[src/rtl/eeprom2w_pkg.sv]
package eeprom2w_pkg;
   typedef enum logic [2:0] {
      S_IDLE,
      S_DEV,
      S_AHI,
      S_ALO,
      S_WDATA,
      S_RDATA,
      S_HOLD
   } tw_state_e;

   localparam int PG_AW = 6;
endpackage

[src/rtl/tw_line_sync.sv]
module tw_line_sync #(
   parameter int SYNC_N = 2
) (
   input  logic clk,
   input  logic rst_n,
   input  logic scl_i,
   input  logic sda_i,
   output logic scl_lvl_o,
   output logic sda_lvl_o,
   output logic scl_rise_o,
   output logic scl_fall_o,
   output logic start_o,
   output logic stop_o
);
   logic [SYNC_N-1:0] scl_ff, sda_ff;
   logic              scl_q, sda_q;

   if (SYNC_N < 2) begin : g_chk
      $error("tw_line_sync: SYNC_N must be at least 2");
   end

   for (genvar g = 0; g < SYNC_N; g++) begin : g_stage
      if (g == 0) begin : g_first
         always_ff @(posedge clk or negedge rst_n)
            if (!rst_n) begin
               scl_ff[0] <= 1'b1;
               sda_ff[0] <= 1'b1;
            end else begin
               scl_ff[0] <= scl_i;
               sda_ff[0] <= sda_i;
            end
      end else begin : g_next
         always_ff @(posedge clk or negedge rst_n)
            if (!rst_n) begin
               scl_ff[g] <= 1'b1;
               sda_ff[g] <= 1'b1;
            end else begin
               scl_ff[g] <= scl_ff[g-1];
               sda_ff[g] <= sda_ff[g-1];
            end
      end
   end

   always_ff @(posedge clk or negedge rst_n)
      if (!rst_n) begin
         scl_q <= 1'b1;
         sda_q <= 1'b1;
      end else begin
         scl_q <= scl_ff[SYNC_N-1];
         sda_q <= sda_ff[SYNC_N-1];
      end

   assign scl_lvl_o  = scl_ff[SYNC_N-1];
   assign sda_lvl_o  = sda_ff[SYNC_N-1];
   assign scl_rise_o = scl_lvl_o & ~scl_q;
   assign scl_fall_o = ~scl_lvl_o & scl_q;
   assign start_o    = scl_lvl_o & scl_q & sda_q & ~sda_lvl_o;
   assign stop_o     = scl_lvl_o & scl_q & ~sda_q & sda_lvl_o;
endmodule

[src/rtl/tw_wr_timer.sv]
module tw_wr_timer #(
   parameter int WR_CYCLES = 250000
) (
   input  logic clk,
   input  logic rst_n,
   input  logic start_i,
   output logic busy_o
);
   localparam int CW = $clog2(WR_CYCLES + 1);
   logic [CW-1:0] cnt;

   if (WR_CYCLES < 1) begin : g_chk
      $error("tw_wr_timer: WR_CYCLES must be positive");
   end

   always_ff @(posedge clk or negedge rst_n)
      if (!rst_n)
         cnt <= '0;
      else if (start_i)
         cnt <= CW'(WR_CYCLES);
      else if (cnt != '0)
         cnt <= cnt - 1'b1;

   assign busy_o = (cnt != '0);

   AST_TMR_COUNTDOWN: assert property (@(posedge clk) disable iff (!rst_n)
      (busy_o && !start_i) |=> (cnt == $past(cnt) - 1'b1));
endmodule

[src/rtl/tw_byte_store.sv]
module tw_byte_store #(
   parameter int AW = 8
) (
   input  logic          clk,
   input  logic          we_i,
   input  logic [AW-1:0] waddr_i,
   input  logic [7:0]    wdata_i,
   input  logic [AW-1:0] raddr_i,
   output logic [7:0]    rdata_o
);
   localparam int DEPTH = 1 << AW;
   logic [7:0] cells [DEPTH];

   always_ff @(posedge clk)
      if (we_i) cells[waddr_i] <= wdata_i;

   assign rdata_o = cells[raddr_i];
endmodule

[src/rtl/eeprom2w_slave.sv]
module eeprom2w_slave
   import eeprom2w_pkg::*;
#(
   parameter int         ADDR_W    = 14,
   parameter int         IMPL_AW   = 8,
   parameter logic [6:0] DEV_ADDR  = 7'h50,
   parameter int         WR_CYCLES = 250000,
   parameter int         SYNC_N    = 2
) (
   input  logic clk,
   input  logic rst_n,
   input  logic scl_i,
   input  logic sda_i,
   output logic sda_oe_o,
   output logic standby_o
);
   if (!(ADDR_W == 14 || ADDR_W == 15)) begin : g_chk_aw
      $error("eeprom2w_slave: ADDR_W must be 14 or 15");
   end
   if (IMPL_AW < PG_AW || IMPL_AW > ADDR_W) begin : g_chk_impl
      $error("eeprom2w_slave: IMPL_AW out of range");
   end

   logic scl_lvl, sda_lvl, scl_rise, scl_fall, st_ev, sp_ev;
   logic tmr_busy, tmr_start, mem_we;
   logic [7:0] rdata;

   tw_state_e        st;
   logic [7:0]       sh, ahi, tx;
   logic [3:0]       bcnt;
   logic             ackph, mnack, wr_pend, oe_q;
   logic [ADDR_W-1:0] addr;
   logic [15:0]      full_a;
   logic [PG_AW-1:0] pg_nxt;

   tw_line_sync #(.SYNC_N(SYNC_N)) u_sync (
      .clk(clk), .rst_n(rst_n), .scl_i(scl_i), .sda_i(sda_i),
      .scl_lvl_o(scl_lvl), .sda_lvl_o(sda_lvl),
      .scl_rise_o(scl_rise), .scl_fall_o(scl_fall),
      .start_o(st_ev), .stop_o(sp_ev));

   tw_wr_timer #(.WR_CYCLES(WR_CYCLES)) u_tmr (
      .clk(clk), .rst_n(rst_n), .start_i(tmr_start), .busy_o(tmr_busy));

   tw_byte_store #(.AW(IMPL_AW)) u_mem (
      .clk(clk), .we_i(mem_we), .waddr_i(addr[IMPL_AW-1:0]), .wdata_i(sh),
      .raddr_i(addr[IMPL_AW-1:0]), .rdata_o(rdata));

   assign full_a    = {ahi, sh};
   assign pg_nxt    = addr[PG_AW-1:0] + 1'b1;
   assign tmr_start = sp_ev & wr_pend;
   assign mem_we    = scl_fall & ~st_ev & ~sp_ev & (st == S_WDATA) & (bcnt == 4'd8) & ~ackph;
   assign sda_oe_o  = oe_q;
   assign standby_o = (st == S_IDLE) & ~tmr_busy;

   always_ff @(posedge clk or negedge rst_n)
      if (!rst_n) begin
         st      <= S_IDLE;
         sh      <= '0;
         ahi     <= '0;
         tx      <= '0;
         bcnt    <= '0;
         ackph   <= 1'b0;
         mnack   <= 1'b0;
         wr_pend <= 1'b0;
         oe_q    <= 1'b0;
         addr    <= '0;
      end else if (st_ev) begin
         st    <= S_DEV;
         bcnt  <= '0;
         ackph <= 1'b0;
         oe_q  <= 1'b0;
      end else if (sp_ev) begin
         st      <= S_IDLE;
         bcnt    <= '0;
         ackph   <= 1'b0;
         oe_q    <= 1'b0;
         wr_pend <= 1'b0;
      end else begin
         if (scl_rise) begin
            if (ackph)
               mnack <= sda_lvl;
            else if (bcnt < 4'd8) begin
               sh   <= {sh[6:0], sda_lvl};
               bcnt <= bcnt + 1'b1;
            end
         end
         if (scl_fall) begin
            if (ackph) begin
               ackph <= 1'b0;
               bcnt  <= '0;
               oe_q  <= 1'b0;
               if (st == S_RDATA) begin
                  if (mnack)
                     st <= S_HOLD;
                  else begin
                     oe_q <= ~rdata[7];
                     tx   <= {rdata[6:0], 1'b0};
                     addr <= addr + 1'b1;
                  end
               end
            end else if (bcnt == 4'd8) begin
               ackph <= 1'b1;
               oe_q  <= 1'b0;
               case (st)
                  S_DEV:
                     if (sh[7:1] == DEV_ADDR && !tmr_busy) begin
                        oe_q  <= 1'b1;
                        mnack <= 1'b0;
                        st    <= sh[0] ? S_RDATA : S_AHI;
                     end else
                        st <= S_HOLD;
                  S_AHI: begin
                     oe_q <= 1'b1;
                     ahi  <= sh;
                     st   <= S_ALO;
                  end
                  S_ALO: begin
                     oe_q <= 1'b1;
                     addr <= full_a[ADDR_W-1:0];
                     st   <= S_WDATA;
                  end
                  S_WDATA: begin
                     oe_q    <= 1'b1;
                     wr_pend <= 1'b1;
                     addr    <= {addr[ADDR_W-1:PG_AW], pg_nxt};
                  end
                  default: oe_q <= 1'b0;
               endcase
            end else if (st == S_RDATA && bcnt != 4'd0) begin
               oe_q <= ~tx[7];
               tx   <= {tx[6:0], 1'b0};
            end
         end
      end

   AST_NO_WRITE_WHILE_BUSY: assert property (@(posedge clk) disable iff (!rst_n)
      tmr_busy |-> !mem_we);
   AST_PAGE_FIXED: assert property (@(posedge clk) disable iff (!rst_n)
      mem_we |=> (addr[ADDR_W-1:PG_AW] == $past(addr[ADDR_W-1:PG_AW])));
   AST_IDLE_RELEASED: assert property (@(posedge clk) disable iff (!rst_n)
      (st == S_IDLE || st == S_HOLD) && !ackph |-> !oe_q);
   AST_DRIVE_SCL_LOW: assert property (@(posedge clk) disable iff (!rst_n)
      (oe_q != $past(oe_q)) && !$past(st_ev) && !$past(sp_ev) |-> !scl_lvl);
   AST_STANDBY_ON_START: assert property (@(posedge clk) disable iff (!rst_n)
      st_ev |=> !standby_o);
endmodule

[config.mk]
export PLATFORM = sky130hd
export DESIGN_NAME = eeprom2w_slave
export DESIGN_NICKNAME = d
export VERILOG_FILES = /design/src/rtl/eeprom2w_pkg.sv /design/src/rtl/tw_line_sync.sv /design/src/rtl/tw_wr_timer.sv /design/src/rtl/tw_byte_store.sv /design/src/rtl/eeprom2w_slave.sv
export SDC_FILE = /design/constraint.sdc
export NUM_CORES = 2
export LEC_CHECK = 0
export CAP_MARGIN = 15
export CELL_PAD_IN_SITES_DETAIL_PLACEMENT = 1
export CELL_PAD_IN_SITES_GLOBAL_PLACEMENT = 2
export CORE_UTILIZATION = 35
export DETAILED_ROUTE_END_ITERATION = 10
export DONT_BUFFER_PORTS = 1
export GPL_TIMING_DRIVEN = 0
export PLACE_DENSITY = 0.67
export SLEW_MARGIN = 20
export SYNTH_ARGS = -nofsm -noshare
export SYNTH_HDL_FRONTEND = slang
export SYNTH_HIERARCHICAL = 1
export SYNTH_SLANG_ARGS = --single-unit
[constraint.sdc]
create_clock -name clk -period 5.2 [get_ports clk]
set_input_delay 1.04 -clock clk [delete_from_list [all_inputs] [get_ports clk]]
set_output_delay 1.04 -clock clk [all_outputs]
set_load 0.02 [all_outputs]
==> results.txt <==
The flow ran to the end, but the final reports show violations. The final reports fail on negative setup slack. The startpoint identified for the worst hold timing path is scl_i. Across every metal layer, demand over resource in global routing totals 22.8%. The commonest cells after synthesis are 2048 x sky130_fd_sc_hd__edfxtp_1, 454 x sky130_fd_sc_hd__mux4_2, 314 x sky130_fd_sc_hd__nor2_1. The initial utilization of the core area, before any placement, comes to 35.2%.

The internal portion of the total power is 30.0 mW. The number of buffers inserted by port buffering works out to 0. Setup violations remaining at the end of the flow were counted as 3.

The growth of design area from synthesis to finish came out at 14.9%. Setup repair after global routing could not meet its margin everywhere. In this run the worst hold path is classified as in -> reg. The congestion estimate from routability-driven global placement came to 0.890. The final critical-path setup slack came out at -0.164 ns. For hold timing, the worst endpoint is u_sync/scl_ff[0]$_DFF_PN1_.

Type of element launching the critical path: a flop. Buffers inserted during clock tree synthesis total 217. The core area is 0.235 sq mm, and the depth of the most critical reg-to-reg path is 10. The number of nets in the synthesized netlist is 4067, and the max-capacitance violation count is 0. For the maximum number of pins on one net before global-route repair, the log shows 77.

The clock arrives with 0.0587 ns of skew. The tools report the area of the die as 0.238 sq mm. After detailed routing, the number of vias per cell comes to 5.79. Net switching is 24.7% of the power. The run gives 5576 as the violation count after the first detailed-routing iteration.

The CTS H-tree depth was 4. The detailed-routing iteration count for the pre-antenna-repair pass is 5, and the achievable clock frequency is 186 MHz. For this run, the leading register cell type out of synthesis is sky130_fd_sc_hd__edfxtp_1. Yosys printed 6 warnings. In this run the power spent charging and discharging nets is 9.82 mW. The clock passes through at most 3 buffers. In the final design database the tool counted 4345 nets.

For this run, asynchronously set or reset flops after synthesis account for 2.75%. The layout cell share with drive strength beyond 1 was 23.8%; the final-layout setup total negative slack was -0.338 ns. At the worst endpoint, the arrival time is 6.15 ns. In this run the remaining antenna-violating nets after routing total 0. The worst-path maximum fanout is 12. The total power per unit cell area is 419 mW/mm^2.

Power comes to 39.8 mW. Global routing finished with a remaining overflow of 0. After detailed routing, the number of remaining DRC violations is 0. The instance count along the most critical hold path came out at 0. Sorting the synthesized cells by area gives the leading types as sky130_fd_sc_hd__edfxtp_1 74%, sky130_fd_sc_hd__mux4_2 12%, sky130_fd_sc_hd__mux2i_1 1.7%. The number of distinct library cell variants in the gate-level netlist after synthesis is 92. The startpoint identified for the worst register-to-register timing path is addr[2]$_DFFE_PN0P_.

The logs give 0 for the hold violation total from the final report and 0.332 mV for the largest vdd supply drop. Number of antenna violations at the first check in global routing: 16. The critical path is of the reg -> reg type. The run gives 22300 as the count of fill cells added during filler insertion.

The tools report the wire length of the first global-routing pass as 371 mm. Clock network fraction of design power: 37.2%. The die extent in y came out at 488 um. The final layout contains routed wiring with a total length of 272 mm. Dividing the synthesized area by the synthesized cell count gives 20.4 sq um.

The worst path needs 5.36 ns of the cycle, external delays included. Per report_power, the sequential group accounts for 54.1% of the total. In this run the clock root is driven by a sky130_fd_sc_hd__clkbuf_16. The tools report the endpoint type of the worst setup path as a flop. The average wire length per cell after detail routing is 35.5 um, and the number of pins exceeding their max-slew limit in the final report is 0. Detailed routing inserted a total of 44400 vias. The cell area after technology mapping is 0.0827 sq mm. The worst slew margin relative to its limit was 13.2%. The run gives 178 as the row count. The area share of the leading cell type in the synthesized netlist is 74.4%. The reg-to-reg setup timing slack was -0.16 ns; the die extent in x was 488 um. Counting flops and latches in the post-synthesis netlist gives 2106. The area taken by multi-input logic gates came out at 0.0184 sq mm. The share of the Yosys chip area taken by registers is 76.1%. The largest total area in the synthesized netlist belongs to sky130_fd_sc_hd__edfxtp_1.

The share of the clock period used by the worst path after layout is 103%, and the cell total after placement is 7263. In this run the critical register-to-register path is captured at tx[4]$_DFFE_PN0P_. Via count of the first global-routing pass: 44700.

TritonCTS built the clock tree. The transition time at the pin with the least slew margin is 1.30 ns, and the number of clock sinks is 2106. The number of top-level design ports is 6. Summing all flip-flop and latch instances after layout gives 0.0630 sq mm. The HPWL after detailed placement was 187 mm; the number of cells in the finished layout apart from fillers was 7665. The clock slew seen by the registers of the worst setup and hold paths is 0.06 ns, and the total leakage power is 28.3 nW. For the insertion delay to the later sink of the worst-skew pair, the log shows 0.88 ns. In this run, the combinational gates consume 8.8% of the power. Data required time of the worst path: 5.98 ns. The most numerous cell in the Yosys netlist is sky130_fd_sc_hd__edfxtp_1. Synthesis handed over a netlist of 4059 instances. Number of enable flip-flop cells after synthesis: 2048.
metrics by stage:
step	hold WS, ns	utilization (%)	area [sq um]	setup slack, ns
after CTS	0.0946	40.4	94900	0.00892
final	0.150	40.4	95000	-0.164
after detailed placement	0.348	37.5	88100	-0.550
after global placement	0.350	36.9	86600	-3.46
after global routing	0.120	40.4	95000	-0.0312
after floorplan	0.345	-	82700	0.600
sequential cells by signal, indices dropped and copies added, names as in the netlist, 3 cells and up:
| register | cells |
|---|---|
| st | 3 |
| sh | 8 |
| bcnt | 4 |
| tx | 7 |
| u_tmr/cnt | 18 |
| u_mem/cells | 2048 |
| addr | 8 |
worst max-delay path by stage:
stage,slack [ns],from,end
6_report,-0.16,addr[2]$_DFFE_PN0P_,tx[4]$_DFFE_PN0P_
5_1_grt,-0.03,u_sync/sda_q$_DFF_PN1_,u_mem/cells[42][3]$_DFFE_PP_
4_1_cts,0.009,addr[1]$_DFFE_PN0P_,sda_oe_o$_DFFE_PN0P_
3_5_place_dp,-0.55,addr[2]$_DFFE_PN0P_,sda_oe_o$_DFFE_PN0P_
3_3_place_gp,-3.46,sh[2]$_DFFE_PN0P_,u_mem/cells[194][2]$_DFFE_PP_
2_1_floorplan,0.60,sh[7]$_DFFE_PN0P_,st[2]$_DFFE_PN0P_
cell usage in the layout, fill, tap and decap left out, drive strengths merged, types with 31 or more instances in the layout:
cell type,n
mux2i,143
nand3,48
clkinv,92
nor3,31
clkbuf,400
o22ai,32
nor4,38
nor2b,38
mux4,456
buf,185
a21oi,127
edfxtp,2048
nor2,317
o221ai,47
a22oi,133
nand2,63
dfrtp,52
worst max-delay path: stages (launching register included):
cell,delay [ns]
sky130_fd_sc_hd__dfrtp_2,0.70
sky130_fd_sc_hd__buf_2,0.60
sky130_fd_sc_hd__nor2b_1,0.21
sky130_fd_sc_hd__buf_1,0.62
sky130_fd_sc_hd__clkbuf_1,0.85
sky130_fd_sc_hd__a22oi_1,0.18
sky130_fd_sc_hd__a21oi_1,0.60
sky130_fd_sc_hd__nor4_1,0.28
sky130_fd_sc_hd__nor4_1,0.75
sky130_fd_sc_hd__mux2i_1,0.24
sky130_fd_sc_hd__a21oi_2,0.19
cell type report:
type / instances / area share, %
diodes: 4 / 0.0105
plain buffers: 244 / 1.67
clock buffers: 283 / 6.04
clock inverters: 110 / 0.982
inverters: 13 / 0.0553
multi-input cells: 1696 / 19.3
flip-flops and latches: 2106 / 66.3
well taps: 3150 / 4.15
repair buffers: 59 / 1.49
power groups by stage:
| stage | logic [mW] | registers (mW) | clock network (mW) |
|---|---|---|---|
| finish | 3.49 | 21.5 | 14.8 |
| global route | 3.69 | 21.6 | 15.6 |
| CTS | 3.48 | 21.5 | 15.1 |
| detailed placement | 3.47 | 21.9 | 0 |
| global placement | 0.689 | 23.9 | 0 |
| floorplan | 0.516 | 23.0 | 0 |
timing repair:
action | 4_1_cts | 5_1_grt
buffers inserted | 0 | 3
pin swaps | 0 | 1
gates resized for setup | 26 | 33
hold buffers | 2 | 0
endpoints found under the setup margin | 106 | 770
endpoints found under the hold margin | 58 | 0
per-layer routing:
metal	global-route usage, %	routed length (um)
met5	0	63
met2	35.8	127000
met1	31.0	110000
met3	5.97	26600
met4	7.04	8590
cell families after synthesis:
group / after synthesis / synth area share [%]
AO/OA/AOI/OAI: 458 / 3.89
multiplexers: 612 / 14.3
adder cells (fa/ha/maj): 4 / 0.0605
XOR/XNOR: 2 / 0.0212
buffers and inverters: 257 / 1.90
flip-flops: 2106 / 76.1
AND/OR/NAND/NOR: 620 / 3.67
Power figures use the tool's default switching activity.
